**config.mk**
```make
export PLATFORM = sky130hd
export DESIGN_NAME = prefetch_linebuf
export DESIGN_NICKNAME = d
export VERILOG_FILES = /design/src/rtl/plb_pkg.sv /design/src/rtl/plb_line_match.sv /design/src/rtl/plb_fill_seq.sv /design/src/rtl/plb_line_store.sv /design/src/rtl/prefetch_linebuf.sv
export SDC_FILE = /design/constraint.sdc
export NUM_CORES = 1
export LEC_CHECK = 0
export CAP_MARGIN = 10
export CELL_PAD_IN_SITES_DETAIL_PLACEMENT = 0
export CELL_PAD_IN_SITES_GLOBAL_PLACEMENT = 1
export CORE_AREA = 10 10 176 178
export DETAILED_ROUTE_END_ITERATION = 8
export DIE_AREA = 0 0 186 188
export DONT_BUFFER_PORTS = 1
export GPL_TIMING_DRIVEN = 0
export PLACE_DENSITY_LB_ADDON = 0.1
export RECOVER_POWER = 100
export SYNTH_ARGS = -nofsm -noshare
export SYNTH_HDL_FRONTEND = slang
export SYNTH_SLANG_ARGS = --single-unit
```
**constraint.sdc**
```tcl
create_clock -name clk -period 2.9 [get_ports clk]
set_input_delay 0.58 -clock clk [delete_from_list [all_inputs] [get_ports clk]]
set_output_delay 0.58 -clock clk [all_outputs]
set_load 0.02 [all_outputs]
```
**src/rtl/plb_pkg.sv**
```systemverilog
package plb_pkg;
   typedef enum logic [1:0] {
      BUF_EMPTY = 2'd0,
      BUF_FILL  = 2'd1,
      BUF_FULL  = 2'd2
   } buf_st_e;
endpackage

```
**src/rtl/plb_line_match.sv**
```systemverilog
// Line-granular address compare against the stored line tag.
module plb_line_match #(
   parameter int ADDR_W = 32,
   parameter int OFS_W  = 5
) (
   input  logic [ADDR_W-1:0]       addr,
   input  logic [ADDR_W-OFS_W-1:0] ref_tag,
   input  logic                    live,
   output logic                    hit
);
   localparam int TAG_W = ADDR_W - OFS_W;

   logic [TAG_W-1:0] req_tag;

   assign req_tag = addr[ADDR_W-1:OFS_W];
   assign hit     = live && (req_tag == ref_tag);
endmodule

```
**src/rtl/plb_fill_seq.sv**
```systemverilog
// Fill sequencing: state, line tag, fill identifier and beat counter.
module plb_fill_seq
   import plb_pkg::*;
#(
   parameter int TAG_W = 27,
   parameter int BEATS = 4,
   parameter int ID_W  = 2
) (
   input  logic                     clk,
   input  logic                     rst_n,
   input  logic                     start,
   input  logic [TAG_W-1:0]         start_tag,
   input  logic                     abort,
   input  logic                     consume,
   input  logic                     beat_valid,
   input  logic [ID_W-1:0]          beat_id,
   output buf_st_e                  st,
   output logic [TAG_W-1:0]         tag,
   output logic [ID_W-1:0]          next_id,
   output logic                     beat_we,
   output logic [$clog2(BEATS)-1:0] beat_idx,
   output logic                     fill_done
);
   localparam int CNT_W = $clog2(BEATS);
   localparam logic [CNT_W-1:0] LAST_BEAT = CNT_W'(BEATS - 1);

   buf_st_e          st_q;
   logic [CNT_W-1:0] cnt_q;
   logic [TAG_W-1:0] tag_q;
   logic [ID_W-1:0]  id_q;
   logic             accept;
   logic             last;

   assign accept    = (st_q == BUF_FILL) && beat_valid && (beat_id == id_q);
   assign last      = (cnt_q == LAST_BEAT);
   assign fill_done = accept && last;
   assign beat_we   = accept;
   assign beat_idx  = cnt_q;
   assign next_id   = id_q + 1'b1;
   assign st        = st_q;
   assign tag       = tag_q;

   always_ff @(posedge clk or negedge rst_n) begin
      if (!rst_n) begin
         st_q  <= BUF_EMPTY;
         cnt_q <= '0;
         tag_q <= '0;
         id_q  <= '0;
      end else if (start) begin
         st_q  <= BUF_FILL;
         cnt_q <= '0;
         tag_q <= start_tag;
         id_q  <= next_id;
      end else if (abort || consume) begin
         st_q  <= BUF_EMPTY;
         cnt_q <= '0;
      end else if (accept) begin
         cnt_q <= cnt_q + 1'b1;
         if (last) begin
            st_q <= BUF_FULL;
         end
      end
   end
endmodule

```
**src/rtl/plb_line_store.sv**
```systemverilog
// Beat-addressed storage for one line.
module plb_line_store #(
   parameter int BEAT_W = 64,
   parameter int BEATS  = 4
) (
   input  logic                     clk,
   input  logic                     rst_n,
   input  logic                     we,
   input  logic [$clog2(BEATS)-1:0] idx,
   input  logic [BEAT_W-1:0]        wdata,
   output logic [BEAT_W*BEATS-1:0]  line
);
   localparam int CNT_W = $clog2(BEATS);

   for (genvar g = 0; g < BEATS; g++) begin : g_beat
      logic [BEAT_W-1:0] beat_q;

      always_ff @(posedge clk or negedge rst_n) begin
         if (!rst_n) begin
            beat_q <= '0;
         end else if (we && (idx == CNT_W'(g))) begin
            beat_q <= wdata;
         end
      end

      assign line[g*BEAT_W +: BEAT_W] = beat_q;
   end
endmodule

```
**src/rtl/prefetch_linebuf.sv**
```systemverilog
// Single floating line buffer fed by touch prefetches.
module prefetch_linebuf
   import plb_pkg::*;
#(
   parameter int ADDR_W = 32,
   parameter int BEAT_W = 64,
   parameter int BEATS  = 4,
   parameter int ID_W   = 2
) (
   input  logic                    clk,
   input  logic                    rst_n,
   input  logic                    cfg_wr_en,
   input  logic                    cfg_touch_off,
   input  logic                    touch_valid,
   input  logic [ADDR_W-1:0]       touch_addr,
   input  logic                    touch_cacheable,
   input  logic                    touch_wthru,
   output logic                    touch_ack,
   output logic                    bus_rd_req,
   output logic [ADDR_W-1:0]       bus_rd_addr,
   output logic [ID_W-1:0]         bus_rd_id,
   input  logic                    bus_beat_valid,
   input  logic [ID_W-1:0]         bus_beat_id,
   input  logic [BEAT_W-1:0]       bus_beat_data,
   input  logic                    ld_valid,
   input  logic [ADDR_W-1:0]       ld_addr,
   input  logic                    ld_wthru,
   input  logic                    ld_inhibit,
   output logic                    cancel_rd,
   output logic                    ld_hold,
   output logic                    fwd_valid,
   output logic [BEAT_W*BEATS-1:0] fwd_data,
   output logic                    ld_retry,
   input  logic                    st_valid,
   input  logic [ADDR_W-1:0]       st_addr
);
   localparam int LINE_BYTES = (BEAT_W / 8) * BEATS;
   localparam int OFS_W      = $clog2(LINE_BYTES);
   localparam int TAG_W      = ADDR_W - OFS_W;
   localparam int CNT_W      = $clog2(BEATS);

   // Elaboration-time parameter checks
   if (BEATS < 2 || (BEATS & (BEATS - 1)) != 0) begin : g_bad_beats
      $error("BEATS must be a power of two of at least 2");
   end
   if (BEAT_W < 8 || (BEAT_W % 8) != 0) begin : g_bad_beat_w
      $error("BEAT_W must be a whole number of bytes");
   end
   if (ID_W < 1) begin : g_bad_id
      $error("ID_W must be at least 1");
   end
   if (TAG_W < 1) begin : g_bad_addr
      $error("ADDR_W too small for the line size");
   end

   buf_st_e            buf_st;
   logic [TAG_W-1:0]   line_tag;
   logic [ID_W-1:0]    new_id;
   logic               beat_we;
   logic [CNT_W-1:0]   beat_idx;
   logic               fill_done;

   logic               touch_off_q;
   logic               wait_q;
   logic               fwd_q;
   logic               retry_q;

   logic               live;
   logic               filling;
   logic               full;
   logic               ld_tag_hit;
   logic               st_tag_hit;
   logic               ld_ok;
   logic               ld_take;
   logic               claim_now;
   logic               ld_kill;
   logic               st_kill;
   logic               fwd_now;
   logic               touch_go;
   logic               buf_abort;

   assign live    = (buf_st != BUF_EMPTY);
   assign filling = (buf_st == BUF_FILL);
   assign full    = (buf_st == BUF_FULL);

   plb_line_match #(.ADDR_W(ADDR_W), .OFS_W(OFS_W)) u_ld_match (
      .addr    (ld_addr),
      .ref_tag (line_tag),
      .live    (live),
      .hit     (ld_tag_hit)
   );

   plb_line_match #(.ADDR_W(ADDR_W), .OFS_W(OFS_W)) u_st_match (
      .addr    (st_addr),
      .ref_tag (line_tag),
      .live    (live),
      .hit     (st_tag_hit)
   );

   // Load and store decisions
   assign ld_ok     = !ld_wthru && !ld_inhibit;
   assign ld_take   = ld_valid && !wait_q;
   assign st_kill   = st_valid && st_tag_hit;
   assign claim_now = ld_take && ld_ok && ld_tag_hit && !st_kill;
   assign ld_kill   = ld_take && !ld_ok && ld_tag_hit;
   assign buf_abort = st_kill || ld_kill;

   assign fwd_now = (claim_now && full) ||
                    ((wait_q || (claim_now && filling)) && fill_done && !st_kill);

   // Touch decisions
   assign touch_go = touch_valid && !touch_off_q && touch_cacheable &&
                     !touch_wthru && !wait_q && !claim_now;

   plb_fill_seq #(.TAG_W(TAG_W), .BEATS(BEATS), .ID_W(ID_W)) u_seq (
      .clk        (clk),
      .rst_n      (rst_n),
      .start      (touch_go),
      .start_tag  (touch_addr[ADDR_W-1:OFS_W]),
      .abort      (buf_abort),
      .consume    (fwd_now),
      .beat_valid (bus_beat_valid),
      .beat_id    (bus_beat_id),
      .st         (buf_st),
      .tag        (line_tag),
      .next_id    (new_id),
      .beat_we    (beat_we),
      .beat_idx   (beat_idx),
      .fill_done  (fill_done)
   );

   plb_line_store #(.BEAT_W(BEAT_W), .BEATS(BEATS)) u_store (
      .clk   (clk),
      .rst_n (rst_n),
      .we    (beat_we),
      .idx   (beat_idx),
      .wdata (bus_beat_data),
      .line  (fwd_data)
   );

   always_ff @(posedge clk or negedge rst_n) begin
      if (!rst_n) begin
         touch_off_q <= 1'b0;
         wait_q      <= 1'b0;
         fwd_q       <= 1'b0;
         retry_q     <= 1'b0;
      end else begin
         if (cfg_wr_en) begin
            touch_off_q <= cfg_touch_off;
         end
         fwd_q   <= fwd_now;
         retry_q <= st_kill && wait_q;
         if (fwd_now || st_kill) begin
            wait_q <= 1'b0;
         end else if (claim_now && filling) begin
            wait_q <= 1'b1;
         end
      end
   end

   assign touch_ack   = touch_valid;
   assign bus_rd_req  = touch_go;
   assign bus_rd_addr = {touch_addr[ADDR_W-1:OFS_W], {OFS_W{1'b0}}};
   assign bus_rd_id   = new_id;
   assign cancel_rd   = claim_now;
   assign ld_hold     = wait_q;
   assign fwd_valid   = fwd_q;
   assign ld_retry    = retry_q;
endmodule

```
==> flow_summary.toml <==
[route]
postRouteAntennaNets = 0
via_per_inst = 5.27
drc = 0
drt-total-wl_um = 34900
routed-via-count = 6952
wl_per_cell_um = 26.5
first_pass_iters = 4
drtIter0Drc = 357

[clock_network]
cts_tree = "done"
cts_max_path_buffers = 3
cts_buffers = 31
clock-sinks = 293
cts_root_buffer = "clkbuf_16"
clkTransAtPathRegs_ns = 0.06
htreeDepth = 1
clk_latency_ns = 0.56

[sta]
totalNegativeSetupSlack_ns = -0.0844
clock-skew-final_ns = 0.0168
rsz0062_at_grt = "true"
slew_headroom_pct = 44.1
hold_violations = 293
min_period_over_period_pct = 103
fin_crit_ns = 2.98
layout_setup_ws_ns = -0.0844
slew_viol_final = 0
worst_slew_pin_slew_ns = 0.831
timing.fmax_mhz = 335
setup_viol = 1
holdWs_ns = -0.271

[logic_synthesis]
synth_common_cells = "dfrtp_1 (293), nand2_1 (198), mux2_2 (179)"
ys.flop_type = "dfrtp_1"
synth_top_area_cell = "dfrtp_1"
synth_cell_type_count = 38
syn_avg_cell_area_um2 = 13.3
yosysMostFrequentCell = "dfrtp_1"
async_flop_share_pct = 100
synth_cells = 902
ys_warn_count = 0
synthTopCellsByArea = "dfrtp_1 (61%), mux2_2 (17%), nand2_1 (6.2%), mux2_4 (2.5%), xor2_1 (2.3%)"
synth_top_area_share_pct = 61.0
synth_seq_area_share_pct = 61.0
synth.cell_area_um2 = 12000
synth-edff-count = 0
synth.ff_latch_count = 293

[final_layout]
diodes = 0
area_growth_pct = 13.2
final_nets = 1127
drive_gt1_share_pct = 32.1
fill_cells = 2429

[floorplanning]
rows = 61
dieArea_um2 = 35000
initial_utilization_pct = 43.8
num_io_pins = 470
coreArea_um2 = 27500
die_y_um = 188
die_w_um = 186

[power_and_ir_drop]
p_per_area_nw_per_um2 = 1090
ir_drop_mv = 0.545
power.leakage_nw = 6.72
fin_total_pwr_w = 0.0148

[worst_hold_path]
hp-class = "primary input to asynchronous set/reset pin"

[critical_path]
cp-end-kind = "primary output"
crit_end = "bus_rd_req"
critPathKind = "flip-flop to primary output"
cp.depth = 7
startpoint_type = "flip-flop"
critical_path_required_ns = 2.32
crit_path_start = "u_seq.tag[21]"
critical_path.n_buffers_inverters = 2
timing.rr.end = "u_seq.tag[17]"
crit_chain = "xor2_1, nor4_2, nand2_1, nor3_4, o21ai_4, buf_12, clkinvlp_4"
arrival_ns = 2.40
path_max_fanout = 3
slowest_stage = "dfrtp_1"
crit_family = "simple AND/OR/NAND/NOR gates"
reg2reg_depth = 9
r2r-start = "u_seq.tag[21]"
max_stage_delay_ns = 0.40
rrSetupSlack_ns = 0.43

[global_route]
grt_pass1_wl_um = 51500
grtUsageTotal_pct = 19.4
antenna_found_initial = 0
grt_max_degree = 294
grt_overflow = 0
grt_pass1_vias = 7591

[job]
maxCapViolCount = 0

[outcome]
violations = "hold timing, setup timing"
status = "finished with violations"

[placement]
hpwl_um = 26400
numPortBuffers = 0
gp_congestion = 0.766
## cells in the final DEF (no fill, tap or decap), types with 20 or more instances in the layout
cell and instances:
mux2_1 21, clkbuf_1 43, mux2_2 179, dfrtp_1 291, clkbuf_16 31, xor2_1 31
mux2_4 20, nand2_1 198, buf_2 28, xnor2_1 27
## stage by stage
step | setup slack [ns] | util (%) | instance area (µm²) | instances
3_5_place_dp | 0.0352 | 45.4 | 12500 | 1252
4_1_cts | -0.0809 | 49.7 | 13700 | 1314
5_1_grt | -0.153 | 49.5 | 13600 | 1319
2_1_floorplan | 0.395 | - | 12000 | 906
3_3_place_gp | 0.0713 | 45.4 | 12500 | 1252
6_report | -0.0844 | 49.5 | 13600 | 1319
## report_power, final
group / switching (W) / leakage [nW] / internal, W
Clock: 0.00157 / 0.524 / 0.00256
Combinational: 0.000851 / 2.38 / 0.00129
Sequential: 0.00304 / 3.81 / 0.00553
Total: 0.00546 / 6.72 / 0.00938
## what timing repair did
| action | 4_1_cts | 5_1_grt |
|---|---|---|
| pin swaps | 10 | 12 |
| endpoints found under the setup margin | 2 | 2 |
| setup buffers | 5 | 5 |
| hold endpoints to repair | 293 | 293 |
| gates resized for setup | 14 | 3 |
## logic make-up after synthesis
group                    share of synthesized area, %
other                                          0.0312
adder cells (fa/ha/maj)                         0.416
AND/OR/NAND/NOR                                  8.63
AO/OA/AOI/OAI                                   0.427
multiplexers                                     21.3
flip-flops                                       61.0
XOR/XNOR                                         4.37
buffers and inverters                            3.82
## routing by layer
layer  global-route usage (%)  routed length, µm  vias to the layer above
li1                         -                  -                     3080
met1                     20.2              11800                     3540
met2                     33.5              17500                      287
met3                     10.2               4850                       45
met4                     4.90                770                        0
met5                        0                  0                        -
## sequential cells by signal, indices dropped and copies added (netlist names)
signal,count
touch_off_q,1
u_store.g_beat.beat_q,256
u_seq.beat_idx,2
ld_retry,1
fwd_valid,1
u_seq.st,2
ld_hold,1
u_seq.id_q,2
u_seq.tag,27
## final cells by class
class	count	area [µm²]	area share (%)
buffer	69	344	2.53
clock buffer	47	896	6.58
clock inverter	10	181	1.33
inverter	5	22.5	0.165
multi-input combinational	539	4320	31.8
sequential	293	7330	53.9
tap	346	433	3.18
timing repair buffer	10	75.1	0.552
## how the worst min path moves through the flow
stage,to,slack [ns],cells past startpoint
6_report,u_store.g_beat[1].beat_q[50],-0.27,0
5_1_grt,u_store.g_beat[3].beat_q[50],-0.30,0
4_1_cts,u_store.g_beat[3].beat_q[50],-0.29,0
3_5_place_dp,u_store.g_beat[3].beat_q[50],0.30,0
3_3_place_gp,u_store.g_beat[2].beat_q[50],0.30,0
2_1_floorplan,fwd_valid,0.28,0
Power figures use the tool's default switching activity.
